[src/rtl/pcw_pkg.sv]
package pcw_pkg;

  localparam int unsigned VECTOR_ADDR = 12'h008;

  typedef enum logic [1:0] {
    WK_IDLE   = 2'b00,
    WK_VECTOR = 2'b01,
    WK_RESUME = 2'b10
  } wake_sel_e;

  function automatic wake_sel_e wake_decide(input logic req, input logic ie);
    if (!req) return WK_IDLE;
    return ie ? WK_VECTOR : WK_RESUME;
  endfunction

endpackage

[src/rtl/pcw_sync.sv]
module pcw_sync #(
  parameter int unsigned W      = 8,
  parameter int unsigned STAGES = 2
) (
  input  logic         clk,
  input  logic         rst_n,
  input  logic [W-1:0] d,
  output logic [W-1:0] q
);
  localparam int unsigned N = (STAGES < 2) ? 2 : STAGES;

  for (genvar b = 0; b < W; b++) begin : g_bit
    logic [N-1:0] chain;
    always_ff @(posedge clk or negedge rst_n) begin
      if (!rst_n) chain <= '0;
      else        chain <= {chain[N-2:0], d[b]};
    end
    assign q[b] = chain[N-1];
  end
endmodule

[src/rtl/pcw_compare.sv]
module pcw_compare #(
  parameter int unsigned W = 8
) (
  input  logic         clk,
  input  logic         rst_n,
  input  logic         reload,
  input  logic [W-1:0] sync_val,
  input  logic [W-1:0] raw_val,
  input  logic [W-1:0] mask,
  output logic [W-1:0] ref_q,
  output logic         sync_hit,
  output logic         raw_hit
);
  logic [W-1:0] sync_diff, raw_diff;

  always_ff @(posedge clk or negedge rst_n) begin
    if (!rst_n)      ref_q <= '0;
    else if (reload) ref_q <= sync_val;
  end

  // only input-configured pins take part
  assign sync_diff = (sync_val ^ ref_q) & mask;
  assign raw_diff  = (raw_val  ^ ref_q) & mask;
  assign sync_hit  = |sync_diff;
  assign raw_hit   = |raw_diff;
endmodule

[src/rtl/pcw_flag.sv]
module pcw_flag (
  input  logic clk,
  input  logic rst_n,
  input  logic ctl_wr,
  input  logic ctl_d,
  input  logic hit,
  input  logic clr,
  output logic en_q,
  output logic flag_q
);
  logic set_now;

  assign set_now = en_q & hit;

  always_ff @(posedge clk or negedge rst_n) begin
    if (!rst_n) begin
      en_q   <= 1'b0;
      flag_q <= 1'b0;
    end else begin
      if (ctl_wr) en_q <= ctl_d;
      // set has priority over a simultaneous clear
      flag_q <= set_now | (flag_q & ~clr);
    end
  end
endmodule

[src/rtl/pcw_detector.sv]
module pcw_detector #(
  parameter int unsigned PORT_W      = 8,
  parameter int unsigned SYNC_STAGES = 2
) (
  input  logic              clk,
  input  logic              rst_n,
  input  logic [PORT_W-1:0] port_in,
  input  logic [PORT_W-1:0] dir_mask,
  input  logic              port_rd,
  input  logic              ctl_wr,
  input  logic              ctl_en_d,
  input  logic              flag_clr,
  input  logic              gie,
  input  logic              sleeping,
  input  logic              wdt_opt,
  output logic [PORT_W-1:0] port_val,
  output logic              func_en,
  output logic              chg_flag,
  output logic              irq_req,
  output logic              wake_req,
  output logic              wake_vec,
  output logic              wake_next
);
  import pcw_pkg::*;

  logic [PORT_W-1:0] ref_val;
  logic              sync_hit, raw_hit;
  wake_sel_e         wsel;

  pcw_sync #(.W(PORT_W), .STAGES(SYNC_STAGES)) u_sync (
    .clk(clk), .rst_n(rst_n), .d(port_in), .q(port_val)
  );

  pcw_compare #(.W(PORT_W)) u_cmp (
    .clk(clk), .rst_n(rst_n), .reload(port_rd),
    .sync_val(port_val), .raw_val(port_in), .mask(dir_mask),
    .ref_q(ref_val), .sync_hit(sync_hit), .raw_hit(raw_hit)
  );

  pcw_flag u_flag (
    .clk(clk), .rst_n(rst_n), .ctl_wr(ctl_wr), .ctl_d(ctl_en_d),
    .hit(sync_hit), .clr(flag_clr), .en_q(func_en), .flag_q(chg_flag)
  );

  assign irq_req  = chg_flag & func_en & gie;
  // raw path keeps wake alive while the core clock is stopped
  assign wake_req = sleeping & wdt_opt & func_en & (chg_flag | raw_hit);

  assign wsel      = wake_decide(wake_req, gie);
  assign wake_vec  = (wsel == WK_VECTOR);
  assign wake_next = (wsel == WK_RESUME);
endmodule

[config.mk]
export PLATFORM = sky130hd
export DESIGN_NAME = pcw_detector
export DESIGN_NICKNAME = d
export VERILOG_FILES = /design/src/rtl/pcw_pkg.sv /design/src/rtl/pcw_sync.sv /design/src/rtl/pcw_compare.sv /design/src/rtl/pcw_flag.sv /design/src/rtl/pcw_detector.sv
export SDC_FILE = /design/constraint.sdc
export NUM_CORES = 1
export LEC_CHECK = 0
export BUFFER_PORTS_ARGS = -buffer_cell sky130_fd_sc_hd__buf_2
export CORE_MARGIN = 5
export CORE_UTILIZATION = 25
export DETAILED_ROUTE_END_ITERATION = 8
export HOLD_SLACK_MARGIN = 0.02
export REMOVE_ABC_BUFFERS = 1
export SYNTH_ARGS = -nofsm -noshare
export SYNTH_HDL_FRONTEND = slang
export SYNTH_SLANG_ARGS = --single-unit
[constraint.sdc]
create_clock -name clk -period 1.23 [get_ports clk]
set_input_delay 0.0615 -clock clk [delete_from_list [all_inputs] [get_ports clk]]
set_output_delay 0.0615 -clock clk [all_outputs]
set_load 0.005 [all_outputs]
-- Word-level counts from Yosys, hierarchy flattened
Index checks and enable logic that the tools add are counted.
- bits in read-only memories: 0
- latch bits: 0
- bits in writable memories: 0
- output and inout bits: 14
- logic and storage cells: 31
- bits of input ports: 25
- memories kept: 0
- register bits: 26
- shift-type cells: 0
- reduce and logical (&&, ||, !) cells: 2
- multipliers: 0
- add/subtract/negate cells: 0
- div/mod/pow operators: 0
- bitwise operators: 14
- magnitude comparators: 0
- mux-type cells: 2
- equality and inequality tests: 2
- operators by type and width (kind ; count):
    AND 8 bit ; 2
    OR reduction 8 bit ; 2
    bitwise XOR 8 bit ; 2
    AND 1 bit ; 7
    two-way mux 2 bit ; 2
    equality test 2 x 1 -> 1 bit (second input constant) ; 1
    equality test 2 bit (second input constant) ; 1
    bitwise OR 1 bit ; 2
    NOT 1 bit ; 1

-- Logic depth before layout (Yosys ltp)
Gate-level depths: netlist of the first run.
- word-level depth: 7
- gate-level depth with buffers: 4
- gate-level depth less buffers: 4

-- By module
A second synthesis of the first run with hierarchy kept.
- cells, all modules: 80
- area total of the unflattened synthesis: 1093.5 um^2
- modules (own cells, without submodules) (module ; area each (um^2) ; cells each ; instances ; seq. area each (um^2)):
    pcw_compare ; 514.2 ; 43 ; 1 ; 200.2
    pcw_sync ; 460.4 ; 24 ; 1 ; 400.4
    pcw_flag ; 77.6 ; 6 ; 1 ; 50.0
    pcw_detector ; 41.3 ; 7 ; 1 ; 0.0

-- Worst setup path before layout of the first run
Ideal clock, no wire load.
- kind: reg2out
- start: register u_cmp.ref_q[7]
- end: output port wake_next
- required time: 1.168 ns
- stages on the path, launching flop included: 5
- path slack: 0.017 ns
- arrival time: 1.152 ns
- cells stage by stage: dfrtp_1 > xor2_1 > a222oi_1 > and4_4 > nor3_1
- word-level cells in the longest chain between the ends: 7
- ends and longest elaborated chain (element ; line ; RTL):
    start, declared ; pcw_compare.sv:10 ; output logic [W-1:0] ref_q,
    start signal, assigned ; pcw_compare.sv:18 ; else if (reload) ref_q <= sync_val;
    bitwise XOR 8 bit ; pcw_compare.sv:23 ; assign raw_diff = (raw_val ^ ref_q) & mask;
    AND 8 bit ; pcw_compare.sv:23 ;
    OR reduction 8 bit ; pcw_compare.sv:25 ; assign raw_hit = |raw_diff;
    bitwise OR 1 bit ; pcw_detector.sv:47 ; assign wake_req = sleeping & wdt_opt & func_en & (chg_flag | raw_hit);
    AND 1 bit ; pcw_detector.sv:47 ;
    two-way mux 2 bit ; pcw_pkg.sv:13 ; return ie ? WK_VECTOR : WK_RESUME;
    equality test 2 bit ; pcw_detector.sv:51 ; assign wake_next = (wsel == WK_RESUME);
    end, declared ; pcw_detector.sv:22 ; output logic wake_next
No other way between the ends.

-- Worst setup path after layout of the first run
- start: register u_cmp.ref_q[7]
- end: output port wake_vec
- word-level cells in the longest chain between the ends: 7
- ends and longest elaborated chain (element ; line ; RTL):
    bitwise XOR 8 bit ; pcw_compare.sv:23 ;
    AND 8 bit ; pcw_compare.sv:23 ;
    OR reduction 8 bit ; pcw_compare.sv:25 ;
    bitwise OR 1 bit ; pcw_detector.sv:47 ;
    AND 1 bit ; pcw_detector.sv:47 ;
    two-way mux 2 bit ; pcw_pkg.sv:13 ;
    equality test 2 x 1 -> 1 bit ; pcw_detector.sv:50 ; assign wake_vec = (wsel == WK_VECTOR);
    end, declared ; pcw_detector.sv:21 ; output logic wake_vec,
No other way between the ends.

==> tab_implementation.tex, run 1 <==
\begin{tabular}{lr}
\hline
Metric & Value \\
\hline
\multicolumn{2}{l}{\textbf{Clock network}} \\
\quad Sink count of the clock tree & 26 \\
\quad Clock transition at the registers of the reported paths & $\sim$80 ps \\
\quad Number of buffers created by CTS & 3 \\
\quad TritonCTS clock tree & built \\
\quad CTS H-tree lvls & 1 \\
\quad Worst-Skew Late Latency & $\sim$260 ps \\
\quad Number of buffers on the longest clock path & 2 \\
\quad Root Driver & sky130\_fd\_sc\_hd\_\_clkbuf\_8 \\
\multicolumn{2}{l}{\textbf{Timing}} \\
\quad Crit path time final & 1710 ps \\
\quad Setup slack after layout & -478 ps \\
\quad Tightest slew margin relative to the limit & 62.5\% \\
\quad Top achievable clock speed & between 500 and 600 MHz \\
\quad Final setup vio count & 4 \\
\quad Final Max Tran Viols & 0 \\
\quad Setup skew after layout & 2.26 ps \\
\quad Hold Vio Cnt, Final & 0 \\
\quad Setup tns final & -1550 ps \\
\quad Slew @ Worst Pin & 563 ps \\
\quad RSZ-0062 raised after global routing & yes \\
\quad Ratio of final minimum period to clock period & 139\% \\
\multicolumn{2}{l}{\textbf{Placed design}} \\
\quad Buffers added on ports & 38 \\
\quad Placed wire-length estimate after detailed placement & 1860 um \\
\quad Weighted congestion reported at the end of routability-driven placement & 0.806 \\
\quad Worst setup slack before clock tree synthesis & -182 ps \\
\quad Placed instance count & 159 \\
\multicolumn{2}{l}{\textbf{Yosys}} \\
\quad Multiplexer share of the synthesized area & 9.44\% \\
\quad Netlist Area Pre-Place & 1070 um2 \\
\quad Compound-cell area share of the yosys netlist & 6.41\% \\
\quad Synth Warn \# & 0 \\
\quad Mapped Avg Cell Area & 13.9 um2 \\
\quad Leading cell type by number of instances after synthesis & sky130\_fd\_sc\_hd\_\_dfrtp\_1 \\
\quad FFs w/ async S/R, synth & 100\% \\
\quad Cell types occupying the most area after synthesis & sky130\_fd\_sc\_hd\_\_dfrtp\_1 61\%, sky130\_fd\_sc\_hd\_\_xor2\_1 13\%, sky130\_fd\_sc\_hd\_\_mux2\_2 9.4\% \\
\quad Number of enable flip-flop cells after synthesis & 0 \\
\quad Share of synthesized cell area in and, or, nand and nor gates & 4.20\% \\
\quad Fraction of synthesized cell area in xor and xnor cells & 13.1\% \\
\quad Flops \& latches, synth & 26 \\
\quad Synthesized instance count & 77 \\
\quad Number of different library cells in the post-synthesis netlist & 17 \\
\quad Area share of the largest cell type after synthesis & 60.6\% \\
\quad Dominant register cell in the synthesized netlist & sky130\_fd\_sc\_hd\_\_dfrtp\_1 \\
\quad Library cell with the largest summed area after synthesis & sky130\_fd\_sc\_hd\_\_dfrtp\_1 \\
\quad Register area share after synthesis & 60.6\% \\
\quad Most frequent cells after synthesis & 26 x sky130\_fd\_sc\_hd\_\_dfrtp\_1, 16 x sky130\_fd\_sc\_hd\_\_xor2\_1, 9 x sky130\_fd\_sc\_hd\_\_mux2\_2 \\
\quad Dominant combinational cell family by area after synthesis & XOR/XNOR gates \\
\quad Adder-cell share of the synthesized area & 0\% \\
\multicolumn{2}{l}{\textbf{Pwr}} \\
\quad Reported net switching power & between 0.4 and 0.5 mW \\
\quad Internal portion of total power & 1.38 mW \\
\quad Worst VDD drop & 0.675 mV \\
\quad Power share of the clock group & 29.4\% \\
\quad Power per unit of standard cell area & 1220 nW/um2 \\
\quad Sw Ratio & 23.6\% \\
\quad Combinational Power Share & 17.0\% \\
\quad Static Leakage & slightly above 0.7 nW \\
\quad Sequential fraction of design power & 53.5\% \\
\multicolumn{2}{l}{\textbf{Detailed routing}} \\
\quad Iteration count of the initial detailed-routing pass & 4 \\
\quad Routed length per placed instance & 13.8 um \\
\quad Post-detailed-route via-to-cell ratio & 4.30 \\
\quad Number of DRC markers after the initial detailed-route iteration & 10 \\
\quad Post-route DRC violation count & 0 \\
\quad DR vias & 748 \\
\quad Detail Route Antenna Nets & 0 \\
\quad Drt total wl & $\sim$2400 um \\
\multicolumn{2}{l}{\textbf{Global route}} \\
\quad Fraction of met3 tracks used by global routing & under 10\% \\
\quad Largest net degree at the start of global routing & 27 \\
\quad Global-route wire length before repair & 3940 um \\
\quad Number of global-route vias before repair & 850 \\
\quad Combined global-route utilization of all metal layers & 9.29\% \\
\quad Number of antenna violations at the first check in global routing & 0 \\
\quad Met2 usage in global routing & about 16\% \\
\quad Met1 track demand over resource & 11.3\% \\
\quad Routing layer with the top usage in global route & met2 \\
\quad Remaining global-route overflow & 0 \\
\multicolumn{2}{l}{\textbf{Floorplan}} \\
\quad Die Span X & 75.5 um \\
\quad Std cell rows & 23 \\
\quad Die boundary height & $\sim$76 um \\
\quad Initial Util & 26.3\% \\
\quad Die outline area & 5700 um2 \\
\quad Area of the core & 4090 um2 \\
\quad Count of boundary I/O pins & 39 \\
\multicolumn{2}{l}{\textbf{Outcome}} \\
\quad Result of the run & complete, but fails checks \\
\quad Failing checks & setup timing \\
\multicolumn{2}{l}{\textbf{Setup path}} \\
\quad Reg2Reg Setup Slack & -130 ps \\
\quad Startpoint type of the worst setup path & register \\
\quad Arrival time at the worst endpoint & approximately 1700 ps \\
\quad Reg-to-reg endpoint & u\_flag.flag\_q \\
\quad Required time at the endpoint of the critical path & 1170 ps \\
\quad Cell chain of the critical path & xor2\_1 -> a222oi\_1 -> and4\_4 -> nor3b\_2 -> buf\_2 \\
\quad Slowest-stage cell, CP & sky130\_fd\_sc\_hd\_\_dfrtp\_1 \\
\quad Launch instance of the worst register-to-register path & u\_cmp.ref\_q[6] \\
\quad Crit-path max cell delay & 400 ps \\
\quad Worst Reg-to-Reg Cells & 6 \\
\quad Endpoint kind of the worst setup timing path & output pin \\
\quad Highest fanout seen on the critical path & 3 \\
\quad Crit-path leading delay family & flip-flops \\
\quad Worst Path Class, Setup & register to output pin \\
\quad Worst path buffer plus inverter count & 1 \\
\multicolumn{2}{l}{\textbf{Hold path}} \\
\quad HP Class & input pin to register \\
\quad Start point of the worst min-delay path & ctl\_en\_d \\
\quad Hold Path Stages & 2 \\
\quad Hold Path End & u\_flag.en\_q \\
\multicolumn{2}{l}{\textbf{Cells and area}} \\
\quad Area overhead of the layout relative to synthesis & 37.8\% \\
\quad Final Net Count & 150 \\
\quad Share of post-route cells with drive strength above 1 & 49.2\% \\
\quad Count of antenna diodes in the layout & 0 \\
\quad Post-route non-filler standard cell count & 174 \\
\multicolumn{2}{l}{\textbf{Run}} \\
\quad Number of max-cap violations & 0 \\
\hline
\end{tabular}
-- sequential cells by signal, summed over array words and instances (netlist names) --
name,flops
u_flag.flag_q,1
u_cmp.ref_q,8
u_flag.en_q,1
u_sync.g_bit.chain,16
-- layer usage --
metal,up-vias,wire (um),part of all wire [%]
met5,-,0,0
met4,0,10,0.42
met3,2,130,5.4
met2,23,1240,52
met1,371,1020,42
li1,352,-,-
-- what timing repair did --
action                                  CTS  global route
pin swaps                                 8             5
resized for setup                         3             5
hold buffers                              9             0
hold endpoints to repair                 34             0
setup buffers                             3             3
endpoints found under the setup margin    4             4
-- metrics by stage --
| step | util [%] | total power [mW] | cell area (um2) | hold WS [ps] |
|---|---|---|---|---|
| final | 36.2 | 1.80 | 1480 | 33.6 |
| after global routing | 36.2 | 1.91 | 1480 | 25.7 |
| after CTS | 35.7 | 1.82 | 1460 | 32.2 |
| after detailed placement | 31.4 | 1.25 | 1280 | 89.1 |
| after global placement | 31.4 | 1.24 | 1280 | 85.7 |
| after floorplan | - | 1.10 | 1010 | -234 |
-- worst register-to-register path, delay by kind of cell, from the launching register on --
family                 cells  cell delay (ps)
XOR/XNOR                   1              170
AND/OR/NAND/NOR            1              120
flip-flops                 1              420
buffers and inverters      2              240
AO/OA/AOI/OAI              2              330
-- cells by family after synthesis --
group / Yosys count
DFF: 26
xor gates and xnor gates: 16
buffers and inverters: 10
AOI/OAI and AO/OA: 9
muxes: 9
and+or+nand+nor: 7
-- cell type report --
cell class	instances	area, um2
Timing Repair Buffer	52	329
Inverter	1	3.75
Multi-Input combinational cell	41	378
Fill cell	417	2610
Tap cell	50	62.6
Sequential cell	26	651
Clock buffer	4	55.1
-- power groups by stage --
stage	clock network (mW)	registers [mW]	logic (mW)
2_1_floorplan	0	0.979	0.122
3_5_place_dp	0	0.984	0.262
5_1_grt	0.594	0.976	0.343
6_report	0.531	0.966	0.307
3_3_place_gp	0	0.980	0.257
4_1_cts	0.548	0.966	0.303
-- layout by cell type, fill, tap and decap left out, drive strengths merged --
master,n
a21oi,1
nor2,1
and3,1
inv,1
mux2,9
nand4,1
and4,1
a22o,1
a222oi,1
a22oi,6
nor3,1
xor2,16
nor3b,1
nand3,1
dlygate4sd3,9
dfrtp,26
buf,43
clkbuf,4
-- worst max path at each step --
| stage | start | end | slack (ps) | depth (start not counted) |
|---|---|---|---|---|
| 2_1_floorplan | u_cmp.ref_q[7] | wake_next | 20 | 4 |
| 3_3_place_gp | u_cmp.ref_q[7] | wake_vec | -150 | 5 |
| 3_5_place_dp | u_cmp.ref_q[7] | wake_vec | -180 | 5 |
| 4_1_cts | u_cmp.ref_q[7] | wake_vec | -490 | 5 |
| 5_1_grt | u_cmp.ref_q[7] | wake_vec | -580 | 5 |
| 6_report | u_cmp.ref_q[7] | wake_vec | -480 | 5 |
No activity file was read; power rests on OpenSTA's default activity.
==> run 2, diff against run 1 <==
Settings changed: ABC_AREA from default to 1.
==> tab_implementation.tex, run 2 <==
\begin{tabular}{lr}
\hline
Metric & Value \\
\hline
\multicolumn{2}{l}{\textbf{Pwr}} \\
\quad Power share of the clock group & 30.0\% (was 29.4\%) \\
\quad Static Leakage & 0.852 nW (was 0.707 nW) \\
\quad Combinational Power Share & 17.8\% (was 17.0\%) \\
\quad Worst VDD drop & 0.664 mV (was 0.675 mV) \\
\quad Sequential fraction of design power & 52.3\% (was 53.5\%) \\
\quad Total power after layout & 1.82 mW (was 1.80 mW) \\
\quad Internal portion of total power & 1.36 mW (was 1.38 mW) \\
\quad Sw Ratio & 25.1\% (was 23.6\%) \\
\quad Reported net switching power & 0.457 mW (was 0.425 mW) \\
\quad Power per unit of standard cell area & 1130 nW/um2 (was 1220 nW/um2) \\
\multicolumn{2}{l}{\textbf{Timing}} \\
\quad Hold Vio Cnt, Final & 0 (unchanged) \\
\quad Slew @ Worst Pin & 598 ps (was 563 ps) \\
\quad Ratio of final minimum period to clock period & 118\% (was 139\%) \\
\quad Setup skew after layout & 4.84 ps (was 2.26 ps) \\
\quad Hold Worst Slack & 168 ps (was 33.6 ps) \\
\quad RSZ-0062 raised after global routing & yes (unchanged) \\
\quad Setup slack after layout & -216 ps (was -478 ps) \\
\quad Final setup vio count & 4 (unchanged) \\
\quad Top achievable clock speed & 692 MHz (was 585 MHz) \\
\quad Final Max Tran Viols & 0 (unchanged) \\
\quad Tightest slew margin relative to the limit & 60.1\% (was 62.5\%) \\
\quad Crit path time final & 1450 ps (was 1710 ps) \\
\multicolumn{2}{l}{\textbf{Detailed routing}} \\
\quad Total routed wire length on the met1 layer & 1170 um (was 1020 um) \\
\quad Top routing layer used & met4 (unchanged) \\
\quad Iteration count of the initial detailed-routing pass & 4 (unchanged) \\
\quad Wire length on met2 & 1240 um (about the same) \\
\quad Post-detailed-route via-to-cell ratio & 4.15 (was 4.30) \\
\quad Number of DRC markers after the initial detailed-route iteration & 25 (was 10) \\
\quad Post-route DRC violation count & 0 (unchanged) \\
\quad Met3 routed wirelength & 229 um (was 130 um) \\
\quad Routed length per placed instance & 11.0 um (was 13.8 um) \\
\quad DR vias & 1,001 (was 748) \\
\quad Detail Route Antenna Nets & 0 (unchanged) \\
\quad Drt total wl & 2660 um (was 2410 um) \\
\multicolumn{2}{l}{\textbf{Yosys}} \\
\quad Library cell with the largest summed area after synthesis & sky130\_fd\_sc\_hd\_\_dfrtp\_1 (unchanged) \\
\quad Dominant register cell in the synthesized netlist & sky130\_fd\_sc\_hd\_\_dfrtp\_1 (unchanged) \\
\quad Number of different library cells in the post-synthesis netlist & 15 (was 17) \\
\quad Leading cell type by number of instances after synthesis & sky130\_fd\_sc\_hd\_\_nand2\_1 (was sky130\_fd\_sc\_hd\_\_dfrtp\_1) \\
\quad Most frequent cells after synthesis & 41 x sky130\_fd\_sc\_hd\_\_nand2\_1, 26 x sky130\_fd\_sc\_hd\_\_dfrtp\_1, 16 x sky130\_fd\_sc\_hd\_\_inv\_1 (was 26 x sky130\_fd\_sc\_hd\_\_dfrtp\_1, 16 x sky130\_fd\_sc\_hd\_\_xor2\_1, 9 x sky130\_fd\_sc\_hd\_\_mux2\_2) \\
\quad Cell types occupying the most area after synthesis & sky130\_fd\_sc\_hd\_\_dfrtp\_1 56\%, sky130\_fd\_sc\_hd\_\_nand2\_1 13\%, sky130\_fd\_sc\_hd\_\_nand3\_1 5.1\% (was sky130\_fd\_sc\_hd\_\_dfrtp\_1 61\%, sky130\_fd\_sc\_hd\_\_xor2\_1 13\%, sky130\_fd\_sc\_hd\_\_mux2\_2 9.4\%) \\
\quad Area share of the largest cell type after synthesis & 55.7\% (was 60.6\%) \\
\quad Flops \& latches, synth & 26 (unchanged) \\
\quad FFs w/ async S/R, synth & 100\% (unchanged) \\
\quad Netlist Area Pre-Place & 1170 um2 (was 1070 um2) \\
\quad Mapped Avg Cell Area & 8.53 um2 (was 13.9 um2) \\
\quad Synth Warn \# & 0 (unchanged) \\
\quad Register area share after synthesis & 55.7\% (was 60.6\%) \\
\quad Number of enable flip-flop cells after synthesis & 0 (unchanged) \\
\quad Synthesized instance count & 137 (was 77) \\
\multicolumn{2}{l}{\textbf{Setup path}} \\
\quad Launch instance of the worst register-to-register path & u\_cmp.ref\_q[3] (was u\_cmp.ref\_q[6]) \\
\quad Crit-path leading delay family & simple AND/OR/NAND/NOR gates (was flip-flops) \\
\quad Endpoint kind of the worst setup timing path & output pin (unchanged) \\
\quad Highest fanout seen on the critical path & 4 (was 3) \\
\quad Crit-path max cell delay & 410 ps (was 400 ps) \\
\quad Arrival time at the worst endpoint & 1380 ps (was 1650 ps) \\
\quad Cell count along the critical path & 8 (was 5) \\
\quad Worst Reg-to-Reg Cells & 9 (was 6) \\
\quad Worst path buffer plus inverter count & 2 (was 1) \\
\quad Worst Path Class, Setup & register to output pin (unchanged) \\
\quad Startpoint type of the worst setup path & register (unchanged) \\
\quad Cell chain of the critical path & or2\_1 -> nand3\_1 -> nand2\_1 -> inv\_2 -> nand3\_2 -> nand2\_2 -> nor2\_1 -> buf\_2 (was xor2\_1 -> a222oi\_1 -> and4\_4 -> nor3b\_2 -> buf\_2) \\
\quad Reg-to-reg endpoint & u\_flag.flag\_q (unchanged) \\
\quad Required time at the endpoint of the critical path & 1170 ps (about the same) \\
\quad Slowest-stage cell, CP & sky130\_fd\_sc\_hd\_\_dfrtp\_1 (unchanged) \\
\quad Reg2Reg Setup Slack & -120 ps (was -130 ps) \\
\multicolumn{2}{l}{\textbf{Global route}} \\
\quad Combined global-route utilization of all metal layers & 9.78\% (was 9.29\%) \\
\quad Remaining global-route overflow & 0 (unchanged) \\
\quad Number of antenna violations at the first check in global routing & 0 (unchanged) \\
\quad Global-route wire length before repair & 4710 um (was 3940 um) \\
\quad Number of global-route vias before repair & 1,020 (was 850) \\
\quad Largest net degree at the start of global routing & 27 (unchanged) \\
\multicolumn{2}{l}{\textbf{Floorplan}} \\
\quad Die Span X & 78.4 um (was 75.5 um) \\
\quad Die boundary height & 78.4 um (was 75.5 um) \\
\quad Area of the core & 4440 um2 (was 4090 um2) \\
\quad Std cell rows & 24 (was 23) \\
\quad Die outline area & 6140 um2 (was 5700 um2) \\
\quad Count of boundary I/O pins & 39 (unchanged) \\
\quad Initial Util & 26.3\% (about the same) \\
\multicolumn{2}{l}{\textbf{Hold path}} \\
\quad Start point of the worst min-delay path & port\_rd (was ctl\_en\_d) \\
\quad Hold Path End & u\_cmp.ref\_q[6] (was u\_flag.en\_q) \\
\quad Hold Path Stages & 3 (was 2) \\
\quad HP Class & input pin to register (unchanged) \\
\multicolumn{2}{l}{\textbf{Clock network}} \\
\quad Number of buffers on the longest clock path & 2 (unchanged) \\
\quad Number of buffers created by CTS & 3 (unchanged) \\
\quad Root Driver & sky130\_fd\_sc\_hd\_\_clkbuf\_8 (unchanged) \\
\quad CTS H-tree lvls & 1 (unchanged) \\
\quad Clock transition at the registers of the reported paths & 90 ps (was 80 ps) \\
\quad Sink count of the clock tree & 26 (unchanged) \\
\quad TritonCTS clock tree & built (unchanged) \\
\quad Worst-Skew Late Latency & 270 ps (was 260 ps) \\
\multicolumn{2}{l}{\textbf{Run}} \\
\quad Number of max-cap violations & 0 (unchanged) \\
\multicolumn{2}{l}{\textbf{Placed design}} \\
\quad Worst setup slack before clock tree synthesis & 22.7 ps (was -182 ps) \\
\quad Placement-stage cell area & 1370 um2 (was 1280 um2) \\
\quad Weighted congestion reported at the end of routability-driven placement & 0.688 (was 0.806) \\
\quad Placed wire-length estimate after detailed placement & 2000 um (was 1860 um) \\
\quad Buffers added on ports & 38 (unchanged) \\
\multicolumn{2}{l}{\textbf{Cells and area}} \\
\quad Most common cell after layout, fill and taps aside & sky130\_fd\_sc\_hd\_\_nand2\_1 (was sky130\_fd\_sc\_hd\_\_buf\_2) \\
\quad Area overhead of the layout relative to synthesis & 38.0\% (was 37.8\%) \\
\quad Commonest cells after routing, fill and taps aside & 40 x sky130\_fd\_sc\_hd\_\_nand2\_1, 38 x sky130\_fd\_sc\_hd\_\_buf\_2, 26 x sky130\_fd\_sc\_hd\_\_dfrtp\_1 (was 38 x sky130\_fd\_sc\_hd\_\_buf\_2, 26 x sky130\_fd\_sc\_hd\_\_dfrtp\_1, 15 x sky130\_fd\_sc\_hd\_\_xor2\_1) \\
\quad Final Net Count & 215 (was 150) \\
\quad Register with the most flip-flops & u\_sync.g\_bit.chain (unchanged) \\
\quad Largest registers in the final layout & u\_sync.g\_bit.chain (16), u\_cmp.ref\_q (8) (unchanged) \\
\quad Count of antenna diodes in the layout & 0 (unchanged) \\
\quad Final standard cell area without fillers & 1610 um2 (was 1480 um2) \\
\quad Share of post-route cells with drive strength above 1 & 31.7\% (was 49.2\%) \\
\quad Largest register FFs & 16 (unchanged) \\
\multicolumn{2}{l}{\textbf{Outcome}} \\
\quad Result of the run & complete, but fails checks (unchanged) \\
\quad Failing checks & setup timing (unchanged) \\
\hline
\end{tabular}
-- run 2: routing by layer --
layer	GRT usage (%)	up-vias
met5	0	-
met4	2.62	0
met3	3.89	2
met2	16.0	25
met1	12.0	455
li1	-	519
-- run 2: cells by family after synthesis --
logic type	after synthesis	synth area share (%)
AO/OA/AOI/OAI	10	4.39
XOR/XNOR	1	0.750
buffers and inverters	25	10.7
flip-flops	26	55.7
multiplexers	2	1.93
AND/OR/NAND/NOR	73	26.6
-- run 2: worst reg2reg max path, stage by stage, from the launching register on --
cell and delay (ps):
sky130_fd_sc_hd__dfrtp_1 410, sky130_fd_sc_hd__buf_4 140, sky130_fd_sc_hd__buf_6 100, sky130_fd_sc_hd__or2_0 210, sky130_fd_sc_hd__nand3_1 70, sky130_fd_sc_hd__nand2_1 70, sky130_fd_sc_hd__nor2_2 110, sky130_fd_sc_hd__nand2_1 50
sky130_fd_sc_hd__nand2_1 50, sky130_fd_sc_hd__nand2_1 50
-- run 2: layout make-up --
class | instances | area [um2]
Multi-Input combinational cell | 86 | 412
Clock buffer | 4 | 55.1
Inverter | 16 | 60.1
Timing Repair Buffer | 57 | 370
Tap cell | 52 | 65.1
Fill cell | 482 | 2830
Sequential cell | 26 | 651
-- run 2: stage by stage --
stage	TNS (ps)	cells	utilization [%]
after floorplan	0	128	-
after global placement	0	220	30.9
after detailed placement	0	220	30.9
after CTS	-734	239	35.6
after global routing	-1230	241	36.3
final	-758	241	36.3
-- run 2: worst max path at each step --
stage	from	end	slack (ps)
3_3_place_gp	u_cmp.ref_q[5]	wake_req	30
5_1_grt	u_cmp.ref_q[3]	wake_vec	-330
2_1_floorplan	u_cmp.ref_q[7]	u_flag.flag_q	190
4_1_cts	u_cmp.ref_q[3]	wake_vec	-240
6_report	u_cmp.ref_q[3]	wake_vec	-220
3_5_place_dp	u_cmp.ref_q[5]	wake_vec	20
-- run 2: power groups by stage --
stage                     clock network (mW)  logic (mW)  registers, mW
after floorplan                            0       0.122          0.968
after global placement                     0       0.251          0.969
after detailed placement                   0       0.255          0.972
after CTS                              0.591       0.310          0.952
after global routing                   0.623       0.376          0.964
final                                  0.546       0.324          0.952
-- run 2: timing repair --
action | CTS | global route
setup endpoints to repair | 3 | 5
gates cloned | 0 | 0
hold endpoints to repair | 36 | 1
hold buffers | 12 | 1
pin swaps | 1 | 7
setup buffers | 3 | 2
gates resized for setup | 5 | 7
==> run 3, diff against run 2 <==
Settings changed: MAX_ROUTING_LAYER from default to met4.
==> tab_implementation.tex, run 3 (synthesis gave the netlist of run 2 again) <==
\begin{tabular}{lr}
\hline
Metric & Value \\
\hline
\multicolumn{2}{l}{\textbf{Outcome}} \\
\quad Result of the run & complete, but fails checks (unchanged) \\
\quad Failing checks & setup timing (unchanged) \\
\multicolumn{2}{l}{\textbf{Cells and area}} \\
\quad Register with the most flip-flops & u\_sync.g\_bit.chain (unchanged) \\
\quad Share of post-route cells with drive strength above 1 & 31.7\% (unchanged) \\
\quad Commonest cells after routing, fill and taps aside & 40 x sky130\_fd\_sc\_hd\_\_nand2\_1, 38 x sky130\_fd\_sc\_hd\_\_buf\_2, 26 x sky130\_fd\_sc\_hd\_\_dfrtp\_1 (unchanged) \\
\quad Largest registers in the final layout & u\_sync.g\_bit.chain (16), u\_cmp.ref\_q (8) (unchanged) \\
\quad Final Net Count & 215 (unchanged) \\
\quad Post-route non-filler standard cell count & 241 (unchanged) \\
\quad Largest register FFs & 16 (unchanged) \\
\quad Most common cell after layout, fill and taps aside & sky130\_fd\_sc\_hd\_\_nand2\_1 (unchanged) \\
\quad Final standard cell area without fillers & 1610 um2 (unchanged) \\
\quad Count of antenna diodes in the layout & 0 (unchanged) \\
\quad Area overhead of the layout relative to synthesis & 38.0\% (unchanged) \\
\multicolumn{2}{l}{\textbf{Floorplan}} \\
\quad Initial Util & 26.3\% (unchanged) \\
\quad Die outline area & 6140 um2 (unchanged) \\
\quad Count of boundary I/O pins & 39 (unchanged) \\
\quad Std cell rows & 24 (unchanged) \\
\quad Die boundary height & 78.4 um (unchanged) \\
\quad Area of the core & 4440 um2 (unchanged) \\
\quad Die Span X & 78.4 um (unchanged) \\
\multicolumn{2}{l}{\textbf{Run}} \\
\quad Number of max-cap violations & 0 (unchanged) \\
\multicolumn{2}{l}{\textbf{Placed design}} \\
\quad Weighted congestion reported at the end of routability-driven placement & 0.695 (was 0.688) \\
\quad Placed wire-length estimate after detailed placement & 2000 um (unchanged) \\
\quad Buffers added on ports & 38 (unchanged) \\
\quad Placement-stage cell area & 1370 um2 (unchanged) \\
\quad Placed instance count & 220 (unchanged) \\
\multicolumn{2}{l}{\textbf{Clock network}} \\
\quad Number of buffers on the longest clock path & 2 (unchanged) \\
\quad Root Driver & sky130\_fd\_sc\_hd\_\_clkbuf\_8 (unchanged) \\
\quad Worst-Skew Late Latency & 270 ps (about the same) \\
\quad Number of buffers created by CTS & 3 (unchanged) \\
\quad Clock transition at the registers of the reported paths & 90 ps (about the same) \\
\quad CTS H-tree lvls & 1 (unchanged) \\
\quad TritonCTS clock tree & built (unchanged) \\
\quad Sink count of the clock tree & 26 (unchanged) \\
\multicolumn{2}{l}{\textbf{Setup path}} \\
\quad Endpoint kind of the worst setup timing path & output pin (unchanged) \\
\quad Launch instance of the worst register-to-register path & u\_cmp.ref\_q[3] (unchanged) \\
\quad Slowest-stage cell, CP & sky130\_fd\_sc\_hd\_\_dfrtp\_1 (unchanged) \\
\quad Arrival time at the worst endpoint & 1390 ps (was 1380 ps) \\
\quad Crit-path leading delay family & simple AND/OR/NAND/NOR gates (unchanged) \\
\quad Startpoint type of the worst setup path & register (unchanged) \\
\quad Worst path buffer plus inverter count & 2 (unchanged) \\
\quad Crit-path max cell delay & 410 ps (about the same) \\
\quad Cell chain of the critical path & or2\_1 -> nand3\_1 -> nand2\_1 -> inv\_2 -> nand3\_2 -> nand2\_2 -> nor2\_1 -> buf\_2 (unchanged) \\
\quad First element of the critical path & u\_cmp.ref\_q[3] (unchanged) \\
\quad Worst Path Class, Setup & register to output pin (unchanged) \\
\quad Highest fanout seen on the critical path & 4 (unchanged) \\
\quad Required time at the endpoint of the critical path & 1170 ps (about the same) \\
\multicolumn{2}{l}{\textbf{Pwr}} \\
\quad Total power after layout & 1.83 mW (was 1.82 mW) \\
\quad Worst VDD drop & 0.674 mV (was 0.664 mV) \\
\quad Static Leakage & 0.852 nW (unchanged) \\
\quad Power per unit of standard cell area & 1130 nW/um2 (about the same) \\
\multicolumn{2}{l}{\textbf{Detailed routing}} \\
\quad Post-detailed-route via-to-cell ratio & 4.20 (was 4.15) \\
\quad Post-route DRC violation count & 0 (unchanged) \\
\quad DR vias & 1,011 (was 1,001) \\
\quad Detail Route Antenna Nets & 0 (unchanged) \\
\quad Drt total wl & 2670 um (was 2660 um) \\
\quad Iteration count of the initial detailed-routing pass & 4 (unchanged) \\
\quad Number of DRC markers after the initial detailed-route iteration & 15 (was 25) \\
\quad Routed length per placed instance & 11.1 um (was 11.0 um) \\
\multicolumn{2}{l}{\textbf{Timing}} \\
\quad Ratio of final minimum period to clock period & 118\% (about the same) \\
\quad Top achievable clock speed & 689 MHz (was 692 MHz) \\
\quad Tightest slew margin relative to the limit & 60.0\% (was 60.1\%) \\
\quad Hold Worst Slack & 162 ps (was 168 ps) \\
\quad Final setup vio count & 4 (unchanged) \\
\quad Final Max Tran Viols & 0 (unchanged) \\
\quad Setup slack after layout & -221 ps (was -216 ps) \\
\quad Slew @ Worst Pin & 600 ps (was 598 ps) \\
\quad Setup skew after layout & 3.40 ps (was 4.84 ps) \\
\quad RSZ-0062 raised after global routing & yes (unchanged) \\
\quad Hold Vio Cnt, Final & 0 (unchanged) \\
\quad Crit path time final & 1450 ps (about the same) \\
\quad Setup tns final & -773 ps (was -758 ps) \\
\multicolumn{2}{l}{\textbf{Global route}} \\
\quad Remaining global-route overflow & 0 (unchanged) \\
\quad Number of antenna violations at the first check in global routing & 0 (unchanged) \\
\quad Global-route wire length before repair & 4710 um (unchanged) \\
\quad Largest net degree at the start of global routing & 27 (unchanged) \\
\quad Combined global-route utilization of all metal layers & 10.1\% (was 9.78\%) \\
\quad Number of global-route vias before repair & 1,030 (was 1,020) \\
\multicolumn{2}{l}{\textbf{Hold path}} \\
\quad Start point of the worst min-delay path & port\_rd (unchanged) \\
\quad HP Class & input pin to register (unchanged) \\
\hline
\end{tabular}
==> run 3: cell counts in the layout (fill, tap and decap cells not counted) <==
No cell type changed its count.
==> run 3: timing repair <==
action                                 in CTS  in global routing
setup endpoints to repair                   3                  5
gates resized for setup                     5                  7
pin swaps                                   1                  7
hold buffers                               12                  1
endpoints found under the hold margin      36                  1
setup buffers                               3                  2
==> run 3: metal layers <==
metal  share of wire [%]  vias to the layer above  GRT usage, %
li1                    -                      519             -
met1                  45                      462          12.3
met2                  46                       28          15.9
met3                 8.2                        2          3.43
met4                0.93                        0          2.62
met5                   0                        -             -
==> run 3: through the flow <==
| stage | util [%] | setup slack [ps] |
|---|---|---|
| floorplan | - | 188 |
| global placement | 30.9 | 33.2 |
| detailed placement | 30.9 | 22.7 |
| CTS | 35.6 | -239 |
| global route | 36.3 | -331 |
| finish | 36.3 | -221 |
==> run 3: final cells by class <==
class | count | area [um2]
fill | 482 | 2830
sequential | 26 | 651
multi-input combinational | 86 | 412
timing repair buffer | 57 | 370
tap | 52 | 65.1
inverter | 16 | 60.1
clock buffer | 4 | 55.1
==> run 3: final timing paths <==
kind | endpoint | slack, ps | depth (start not counted)
worst min-delay path | u_cmp.ref_q[6] | 160 | 3
worst min register to register | u_sync.g_bit[6].chain[1] | 350 | 0
max in group asynchronous | u_sync.g_bit[1].chain[1] | 510 | 2
worst max register to register | u_flag.flag_q | -120 | 9
worst max-delay path | wake_vec | -220 | 8
min in group asynchronous | u_sync.g_bit[6].chain[1] | 330 | 2
==> run 3: where the power goes <==
| part | leakage [nW] | internal (mW) | switching [mW] | total, mW |
|---|---|---|---|---|
| logic | 0.516 | 0.166 | 0.157 | 0.324 |
| registers | 0.306 | 0.912 | 0.0400 | 0.952 |
| clock network | 0.0288 | 0.286 | 0.267 | 0.553 |
| total | 0.852 | 1.36 | 0.464 | 1.83 |
==> run 3: tightest hold or removal path, stage by stage <==
cell and delay [ps]:
sky130_fd_sc_hd__buf_2 180, sky130_fd_sc_hd__nand2_1 90, sky130_fd_sc_hd__o21ai_0 60
